--- src/rtl/abm_pkg.sv ---
package abm_pkg;
  localparam int ADDR_W = 27;

  typedef enum logic [1:0] {
    ACC_NONE  = 2'b00,
    ACC_READ  = 2'b01,
    ACC_WRITE = 2'b10,
    ACC_ANY   = 2'b11
  } acc_t;

  typedef enum logic [1:0] {
    SEL_ADDR = 2'd0,
    SEL_MASK = 2'd1,
    SEL_TYPE = 2'd2,
    SEL_CLR  = 2'd3
  } sel_t;
endpackage

--- src/rtl/abm_cfg_regs.sv ---
module abm_cfg_regs #(
  parameter int AW = abm_pkg::ADDR_W
) (
  input  logic          clk,
  input  logic          rst,
  input  logic          we,
  input  logic [1:0]    sel,
  input  logic [AW-1:0] wdata,
  output logic [AW-1:0] brk_addr,
  output logic [AW-1:0] brk_mask,
  output abm_pkg::acc_t acc_type,
  output logic          clr_pulse
);
  import abm_pkg::*;

  always_ff @(posedge clk) begin
    if (rst) begin
      brk_addr <= '0;
      brk_mask <= '0;
      acc_type <= ACC_NONE;
    end else if (we) begin
      case (sel_t'(sel))
        SEL_ADDR: brk_addr <= wdata;
        SEL_MASK: brk_mask <= wdata;
        SEL_TYPE: acc_type <= acc_t'(wdata[1:0]);
        default:  ;
      endcase
    end
  end

  // clear request is a pulse; the flag module resolves priority
  assign clr_pulse = we && (sel_t'(sel) == SEL_CLR) && wdata[0];
endmodule

--- src/rtl/abm_bus_capture.sv ---
module abm_bus_capture #(
  parameter int AW = abm_pkg::ADDR_W
) (
  input  logic          clk,
  input  logic          rst,
  input  logic          released,
  input  logic          start_n,
  input  logic [AW-1:0] addr,
  input  logic          rd,
  output logic          cap_valid,
  output logic [AW-1:0] cap_addr,
  output logic          cap_rd
);
  logic qual;
  assign qual = released & ~start_n;

  always_ff @(posedge clk) begin
    if (rst) begin
      cap_valid <= 1'b0;
      cap_addr  <= '0;
      cap_rd    <= 1'b0;
    end else begin
      cap_valid <= qual;
      if (qual) begin
        cap_addr <= addr;
        cap_rd   <= rd;
      end
    end
  end
endmodule

--- src/rtl/abm_match.sv ---
module abm_match #(
  parameter int AW = abm_pkg::ADDR_W
) (
  input  logic          cap_valid,
  input  logic [AW-1:0] cap_addr,
  input  logic          cap_rd,
  input  logic [AW-1:0] brk_addr,
  input  logic [AW-1:0] brk_mask,
  input  abm_pkg::acc_t acc_type,
  output logic          hit
);
  import abm_pkg::*;

  logic [AW-1:0] bit_ok;
  logic          addr_ok;
  logic          type_ok;

  for (genvar i = 0; i < AW; i++) begin : g_bit
    assign bit_ok[i] = brk_mask[i] | ~(cap_addr[i] ^ brk_addr[i]);
  end

  assign addr_ok = &bit_ok;

  always_comb begin
    case (acc_type)
      ACC_READ:  type_ok = cap_rd;
      ACC_WRITE: type_ok = ~cap_rd;
      ACC_ANY:   type_ok = 1'b1;
      default:   type_ok = 1'b0;
    endcase
  end

  assign hit = cap_valid & addr_ok & type_ok;
endmodule

--- src/rtl/abm_irq_flag.sv ---
module abm_irq_flag (
  input  logic clk,
  input  logic rst,
  input  logic set_i,
  input  logic clr_i,
  output logic flag
);
  always_ff @(posedge clk) begin
    if (rst)        flag <= 1'b0;
    else if (set_i) flag <= 1'b1;
    else if (clr_i) flag <= 1'b0;
  end
endmodule

--- src/rtl/ext_bus_brk_mon.sv ---
module ext_bus_brk_mon #(
  parameter int AW = abm_pkg::ADDR_W
) (
  input  logic          clk,
  input  logic          rst,
  input  logic          bus_released,
  input  logic          bus_start_n,
  input  logic [AW-1:0] bus_addr,
  input  logic          bus_read,
  input  logic          cfg_we,
  input  logic [1:0]    cfg_sel,
  input  logic [AW-1:0] cfg_wdata,
  output logic          brk_irq
);
  logic [AW-1:0] brk_addr, brk_mask, cap_addr;
  abm_pkg::acc_t acc_type;
  logic          clr_pulse, cap_valid, cap_rd, cmp_hit;

  abm_cfg_regs #(.AW(AW)) u_regs (
    .clk(clk), .rst(rst), .we(cfg_we), .sel(cfg_sel), .wdata(cfg_wdata),
    .brk_addr(brk_addr), .brk_mask(brk_mask), .acc_type(acc_type),
    .clr_pulse(clr_pulse)
  );

  abm_bus_capture #(.AW(AW)) u_cap (
    .clk(clk), .rst(rst), .released(bus_released), .start_n(bus_start_n),
    .addr(bus_addr), .rd(bus_read),
    .cap_valid(cap_valid), .cap_addr(cap_addr), .cap_rd(cap_rd)
  );

  abm_match #(.AW(AW)) u_match (
    .cap_valid(cap_valid), .cap_addr(cap_addr), .cap_rd(cap_rd),
    .brk_addr(brk_addr), .brk_mask(brk_mask), .acc_type(acc_type),
    .hit(cmp_hit)
  );

  abm_irq_flag u_flag (
    .clk(clk), .rst(rst), .set_i(cmp_hit), .clr_i(clr_pulse), .flag(brk_irq)
  );
endmodule

--- config.mk ---
export PLATFORM = sky130hd
export DESIGN_NAME = ext_bus_brk_mon
export DESIGN_NICKNAME = d
export VERILOG_FILES = /design/src/rtl/abm_pkg.sv /design/src/rtl/abm_cfg_regs.sv /design/src/rtl/abm_bus_capture.sv /design/src/rtl/abm_match.sv /design/src/rtl/abm_irq_flag.sv /design/src/rtl/ext_bus_brk_mon.sv
export SDC_FILE = /design/constraint.sdc
export NUM_CORES = 1
export LEC_CHECK = 0
export BUFFER_PORTS_ARGS = -buffer_cell sky130_fd_sc_hd__buf_4
export CORE_UTILIZATION = 30
export CTS_CLUSTER_DIAMETER = 200
export DETAILED_ROUTE_END_ITERATION = 16
export PLACE_DENSITY_LB_ADDON = 0.2
export SLEW_MARGIN = 5
export SYNTH_ARGS = -nofsm -noshare
export SYNTH_HDL_FRONTEND = slang
export SYNTH_SLANG_ARGS = --single-unit
--- constraint.sdc ---
create_clock -name clk -period 1.31 [get_ports clk]
set_input_delay 0.131 -clock clk [delete_from_list [all_inputs] [get_ports clk]]
set_output_delay 0.131 -clock clk [all_outputs]
set_load 0.01 [all_outputs]
Word level (Yosys, flattened, before mapping)
Cells that the tools add are included.

cells by class
  equality and inequality tests = 6
  muxes and demuxes = 3
  bitwise logic cells = 86
  reduce and logical (&&, ||, !) cells = 8

operators with widths
  kind                  count
  $not A1 Y1            29
  $or A1 B1 Y1          27
  $reduce_and A27 Y1    1
  $xor A1 B1 Y1         27
  $eq A2 B2 Y1 const B  4
  $reduce_and A2 Y1     3
  $eq A2 B1 Y1 const B  2
  $and A1 B1 Y1         3
  $pmux W1 S3           1
  $logic_and A1 B1 Y1   2
  $logic_not A2 Y1      1
  $mux W1               2
  $reduce_bool A2 Y1    1

word-level totals
  register bits = 86
  input port bits = 62
  output and inout bits = 1
  word-level logic and storage cells = 110

Logic depth before layout (Yosys ltp)
  depth after elaboration = 7
  depth in mapped cells = 5
  depth with buffers taken out = 5

By module
Synthesis repeated with hierarchy kept, for this count alone.

unflattened totals
  cells, all modules = 401
  area total of the unflattened synthesis = 4135.2 um^2

modules (own cells, without submodules)
  module           instances  cells an instance  area each (um^2)  seq. area each (um^2)
  abm_cfg_regs     1          216                2344.7            1121.1
  abm_bus_capture  1          130                1370.1            580.6
  abm_match        1          51                 381.6             0.0
  abm_irq_flag     1          4                  38.8              20.0

Worst setup path before layout
No wires, ideal clock.

  path type = register to register
  start point = register u_regs.brk_addr[17]
  end point = register u_flag.flag
  setup time = 0.074 ns
  arrival = 1.003 ns
  data required time = 1.236 ns
  slack = 0.233 ns
  stages on the path, launching flop included = 6
  path buffers = 0
  period minus slack after synthesis = 1.077 ns
  cells stage by stage = dfxtp_1 > xnor2_1 > o22ai_1 > nor4_1 > o211ai_1 > o21ai_0

on the way
  longest elaborated chain between the ends = 7
  elaborated cells on any way between the ends = 8
  classes of those cells = mux: 1; bitwise: 5; reduce/logical: 2

RTL lines
  what                                                  line                text
  from (decl)                                           abm_cfg_regs.sv:9   output logic [AW-1:0] brk_addr,
  from (signal assigned)                                abm_cfg_regs.sv:23  SEL_ADDR: brk_addr <= wdata;
  $xor A1 B1 Y1 (*)                                     abm_match.sv:19     assign bit_ok[i] = brk_mask[i] | ~(cap_addr[i] ^ brk_addr[i]);
  $not A1 Y1 (*)                                        abm_match.sv:19
  $or A1 B1 Y1 (*)                                      abm_match.sv:19
  $reduce_and A27 Y1 (*)                                abm_match.sv:22     assign addr_ok = &bit_ok;
  $and A1 B1 Y1 (*) (2 in a row)                        abm_match.sv:33     assign hit = cap_valid & addr_ok & type_ok;
  $mux W1 / $reduce_bool A2 Y1 (equally long branches)  --
  to (signal assigned)                                  abm_irq_flag.sv:9   if (rst) flag <= 1'b0;
  to (signal assigned)                                  abm_irq_flag.sv:10  else if (set_i) flag <= 1'b1;
  to (signal assigned)                                  abm_irq_flag.sv:11  else if (clr_i) flag <= 1'b0;
  to (decl)                                             abm_irq_flag.sv:6   output logic flag

Every way passes the cells marked *; elsewhere a longest branch is shown, timed or not.
A chain may end at the register's enable or synchronous reset.

Worst setup path after layout
  start point = register u_regs.brk_addr[2]
  end point = register u_flag.flag

The elaborated chain is that of the path after synthesis.

==> flow_summary.html <==
<table>
<tr><th>Metric</th><th>Value</th></tr>
<tr><th colspan="2">GRT</th></tr>
<tr><td>Initial antenna violation count</td><td>0</td></tr>
<tr><td>Number of global-route vias before repair</td><td>2829</td></tr>
<tr><td>Overall track demand over capacity in global routing</td><td>0.159</td></tr>
<tr><td>Congestion Overflow GR</td><td>0</td></tr>
<tr><td>Pin count of the biggest net entering global routing</td><td>between 60 and 70</td></tr>
<tr><td>First-pass GRT wire length</td><td>approximately 14000 um</td></tr>
<tr><th colspan="2">Floorplan</th></tr>
<tr><td>Total Die Area</td><td>11700 sq um</td></tr>
<tr><td>Row count</td><td>38</td></tr>
<tr><td>Die height</td><td>108 um</td></tr>
<tr><td>Initial cell density of the core</td><td>0.310</td></tr>
<tr><td>Die width</td><td>approximately 110 um</td></tr>
<tr><td>Core footprint</td><td>between 10000 and 15000 sq um</td></tr>
<tr><td>Count of boundary I/O pins</td><td>between 60 and 70</td></tr>
<tr><th colspan="2">Finish</th></tr>
<tr><td>Layout Utilization</td><td>0.397</td></tr>
<tr><td>ANT cells</td><td>0</td></tr>
<tr><td>Number of fill cells in the layout</td><td>roughly 1100</td></tr>
<tr><td>Commonest non-fill, non-tap cell in the layout</td><td>sky130_fd_sc_hd__nand2_1</td></tr>
<tr><td>Number of nets in the layout</td><td>542</td></tr>
<tr><td>Layout cell share with drive strength beyond 1</td><td>0.209</td></tr>
<tr><td>Synth-to-layout area growth</td><td>28.3%</td></tr>
<tr><td>Most used cells in the layout excluding fill and tap cells</td><td>sky130_fd_sc_hd__nand2_1 (165), sky130_fd_sc_hd__dfxtp_1 (83), sky130_fd_sc_hd__a21oi_1 (82), sky130_fd_sc_hd__buf_4 (72), sky130_fd_sc_hd__xnor2_1 (23)</td></tr>
<tr><th colspan="2">Timing</th></tr>
<tr><td>Achievable Freq</td><td>778 MHz</td></tr>
<tr><td>Final critical-path setup slack</td><td>approximately 24 ps</td></tr>
<tr><td>Max-slew headroom</td><td>0.749</td></tr>
<tr><td>Final setup viols</td><td>0</td></tr>
<tr><td>Post-layout min period</td><td>between 1000 and 1500 ps</td></tr>
<tr><td>Sum Neg Setup Slack</td><td>0 ps</td></tr>
<tr><td>Setup repair after global routing missed its margin</td><td>yes</td></tr>
<tr><td>Setup skew after layout</td><td>4.76 ps</td></tr>
<tr><td>Final Slew Violations</td><td>0</td></tr>
<tr><td>Count of endpoints failing hold in the final timing report</td><td>0</td></tr>
<tr><td>Least-Margin Pin Slew</td><td>376 ps</td></tr>
<tr><td>Final worst-path cycle share</td><td>0.982</td></tr>
<tr><th colspan="2">CTS</th></tr>
<tr><td>Clock H-tree levels</td><td>3</td></tr>
<tr><td>Source-to-sink clock delay at the later pin of the worst-skew pair</td><td>330 ps</td></tr>
<tr><td>Number of sinks handled by clock tree synthesis</td><td>86</td></tr>
<tr><td>Clock tree from TritonCTS</td><td>built</td></tr>
<tr><td>CTS root buffer</td><td>sky130_fd_sc_hd__clkbuf_16</td></tr>
<tr><td>Number of buffers on the longest clock path</td><td>2</td></tr>
<tr><td>Clock buffer count from CTS</td><td>9</td></tr>
<tr><td>Cts hold-fix bufs</td><td>0</td></tr>
<tr><td>Clock Pin Slew Worst Setup and Hold Paths</td><td>approximately 60 ps</td></tr>
<tr><th colspan="2">Job</th></tr>
<tr><td>Max-cap check violation count</td><td>0</td></tr>
<tr><th colspan="2">Worst setup path</th></tr>
<tr><td>Slowest cell on crit path</td><td>sky130_fd_sc_hd__dfxtp_2</td></tr>
<tr><td>Element type at the critical path end</td><td>flop</td></tr>
<tr><td>Type of the worst setup path</td><td>flop to flop</td></tr>
<tr><td>CP max stage delay</td><td>between 300 and 400 ps</td></tr>
<tr><td>Maximum fanout along the worst path</td><td>2</td></tr>
<tr><td>Critical path launch point type</td><td>flop</td></tr>
<tr><td>Signal arrival time at the worst endpoint</td><td>between 1500 and 2000 ps</td></tr>
<tr><td>Required arrival time at the worst endpoint</td><td>~1600 ps</td></tr>
<tr><td>Critical path cell sequence</td><td>xnor2_2 -&gt; o22ai_2 -&gt; nor4_4 -&gt; o211ai_1 -&gt; o21ai_1</td></tr>
<tr><th colspan="2">Synthesis</th></tr>
<tr><td>Mean instance size in the synthesized netlist</td><td>8.07 sq um</td></tr>
<tr><td>Synthesized-area fraction occupied by adder cells</td><td>0</td></tr>
<tr><td>Synthesized-area fraction occupied by xor and xnor cells</td><td>0.0698</td></tr>
<tr><td>Combinational family with the most area after synthesis</td><td>simple AND/OR/NAND/NOR gates</td></tr>
<tr><td>Post-synth net total</td><td>~480</td></tr>
<tr><td>Register area share after synthesis</td><td>0.508</td></tr>
<tr><td>Count of state elements after synthesis</td><td>86</td></tr>
<tr><td>Count of mapped cells out of synthesis</td><td>420</td></tr>
<tr><td>Synth unique cells</td><td>24</td></tr>
<tr><td>Synth Area in Compound Gates</td><td>0.149</td></tr>
<tr><td>Combined area of all synthesized cells</td><td>3390 sq um</td></tr>
<tr><td>Yosys warnings</td><td>0</td></tr>
<tr><td>Mux cell area share after synthesis</td><td>0.00886</td></tr>
<tr><td>Simple-Gate Fraction of Synth Area</td><td>0.218</td></tr>
<tr><th colspan="2">Drt</th></tr>
<tr><td>Mean routed wirelength per cell</td><td>roughly 14 um</td></tr>
<tr><td>Topmost layer with routed signal wires</td><td>met4</td></tr>
<tr><td>Via total after detailed routing</td><td>approximately 2900</td></tr>
<tr><td>Routed wl met2</td><td>between 4000 and 5000 um</td></tr>
<tr><td>Post-route ant nets</td><td>0</td></tr>
<tr><td>Via/cell ratio</td><td>roughly 4.6</td></tr>
<tr><td>Initial DRC Count</td><td>123</td></tr>
<tr><td>TritonRoute pass-1 iters</td><td>4</td></tr>
<tr><td>Routed WL</td><td>a little under 9000 um</td></tr>
<tr><td>Met1 Wirelength</td><td>between 4000 and 5000 um</td></tr>
<tr><td>Remaining DRCs</td><td>0</td></tr>
<tr><td>Metal3 WL</td><td>between 200 and 300 um</td></tr>
<tr><th colspan="2">Power</th></tr>
<tr><td>Max VDD drop</td><td>about 0.00061 V</td></tr>
<tr><td>Ratio of total power to cell area</td><td>1320 nW/um^2</td></tr>
<tr><td>Leakage power</td><td>between 1.5 and 2 nW</td></tr>
<tr><td>PnR Total Power</td><td>~5.7 mW</td></tr>
<tr><th colspan="2">Placement</th></tr>
<tr><td>Setup slack after placement</td><td>-147 ps</td></tr>
<tr><td>DPL Wire Length</td><td>5880 um</td></tr>
<tr><td>Weighted congestion reported at the end of routability-driven placement</td><td>a little over 0.7</td></tr>
<tr><td>Number of I/O port buffers</td><td>between 60 and 70</td></tr>
<tr><th colspan="2">Hold path</th></tr>
<tr><td>Path type of the worst min-delay path</td><td>primary input to flop</td></tr>
<tr><th colspan="2">Outcome</th></tr>
<tr><td>Outcome</td><td>completed</td></tr>
</table>
path summary, 6_finish.rpt:
check,start,end,cells after the start,slack [ps]
max reg2reg,u_regs.brk_addr[2],u_flag.flag,5,20
max,u_regs.brk_addr[2],u_flag.flag,5,20
min,bus_addr[18],u_cap.cap_addr[18],3,30
min reg2reg,u_regs.brk_mask[20],u_regs.brk_mask[20],2,450
cell type report:
cell class	instances	area, sq um	share of cell area
multi-input combinational	308	1580	0.363
clock buffer	14	264	0.0607
tap	140	175	0.0403
clock inverter	1	5.00	0.00115
timing repair buffer	75	601	0.138
sequential	86	1730	0.397
Yosys cell counts:
| cell | n | area, sq um |
|---|---|---|
| sky130_fd_sc_hd__buf_4 | 3 | 22.5 |
| sky130_fd_sc_hd__nand2_1 | 165 | 619 |
| sky130_fd_sc_hd__buf_1 | 2 | 7.51 |
| sky130_fd_sc_hd__mux2i_1 | 3 | 30.0 |
| sky130_fd_sc_hd__nand3b_2 | 1 | 11.3 |
| sky130_fd_sc_hd__nor2_1 | 3 | 11.3 |
| sky130_fd_sc_hd__nor2b_1 | 1 | 6.26 |
| sky130_fd_sc_hd__nor3b_4 | 1 | 18.8 |
| sky130_fd_sc_hd__nand2b_1 | 1 | 6.26 |
| sky130_fd_sc_hd__nor4b_1 | 1 | 8.76 |
| sky130_fd_sc_hd__a21oi_1 | 82 | 410 |
| sky130_fd_sc_hd__o22ai_1 | 13 | 81.3 |
| sky130_fd_sc_hd__dfxtp_1 | 86 | 1720 |
| sky130_fd_sc_hd__o21ai_0 | 1 | 5.00 |
| sky130_fd_sc_hd__nand4_1 | 1 | 6.26 |
| sky130_fd_sc_hd__nor4_1 | 3 | 18.8 |
| sky130_fd_sc_hd__buf_2 | 8 | 40.0 |
| sky130_fd_sc_hd__clkbuf_1 | 8 | 30.0 |
| sky130_fd_sc_hd__buf_6 | 5 | 56.3 |
| sky130_fd_sc_hd__or3b_1 | 1 | 8.76 |
| sky130_fd_sc_hd__xnor2_1 | 27 | 236 |
| sky130_fd_sc_hd__o211ai_1 | 1 | 7.51 |
| sky130_fd_sc_hd__and3b_1 | 1 | 8.76 |
| sky130_fd_sc_hd__nand3b_1 | 2 | 15.0 |
per-layer routing:
layer / global-route usage / vias up
li1: - / 1493
met2: 0.261 / 41
met5: 0 / -
met3: 0.0265 / 10
met4: 0.0782 / 0
met1: 0.203 / 1321
metrics by stage:
stage          hold slack (ps)  cell area, sq um  instances
2_1_floorplan              267              3390        420
3_3_place_gp               380              4010        609
3_5_place_dp               388              4010        609
4_1_cts                   27.2              4330        624
5_1_grt                   41.9              4350        624
6_report                  33.2              4350        624
sequential cells by signal (all words and copies together) (netlist names):
signal and flops:
u_cap.cap_rd 1, u_cap.cap_valid 1, u_cap.cap_addr 27, u_regs.brk_addr 27, u_regs.brk_mask 27, u_regs.acc_type 2, u_flag.flag 1
power breakdown:
group / total [mW] / switching, mW / internal [mW]
logic: 0.625 / 0.311 / 0.314
registers: 2.78 / 0.0616 / 2.71
clock network: 2.33 / 0.951 / 1.38
total: 5.73 / 1.32 / 4.41
what timing repair did:
item,in CTS,in global routing
resized for setup,11,2
setup endpoints to repair,1,1
pin swaps,12,1
setup buffers,0,0
worst max-delay path: cells and delay by family, from the launching register on:
| kind | cells | cell delay [ps] |
|---|---|---|
| and+or+nand+nor | 1 | 320 |
| DFF | 1 | 330 |
| xor gates and xnor gates | 1 | 180 |
| AOI/OAI and AO/OA | 3 | 390 |
logic make-up (layout without fill, tap and decap cells):
logic type,Yosys count,count (layout)
AND/OR/NAND/NOR,181,181
AO/OA/AOI/OAI,97,97
flip-flops,86,86
XOR/XNOR,27,27
buffers and inverters,26,90
multiplexers,3,3
No activity file was read; power rests on OpenSTA's default activity.
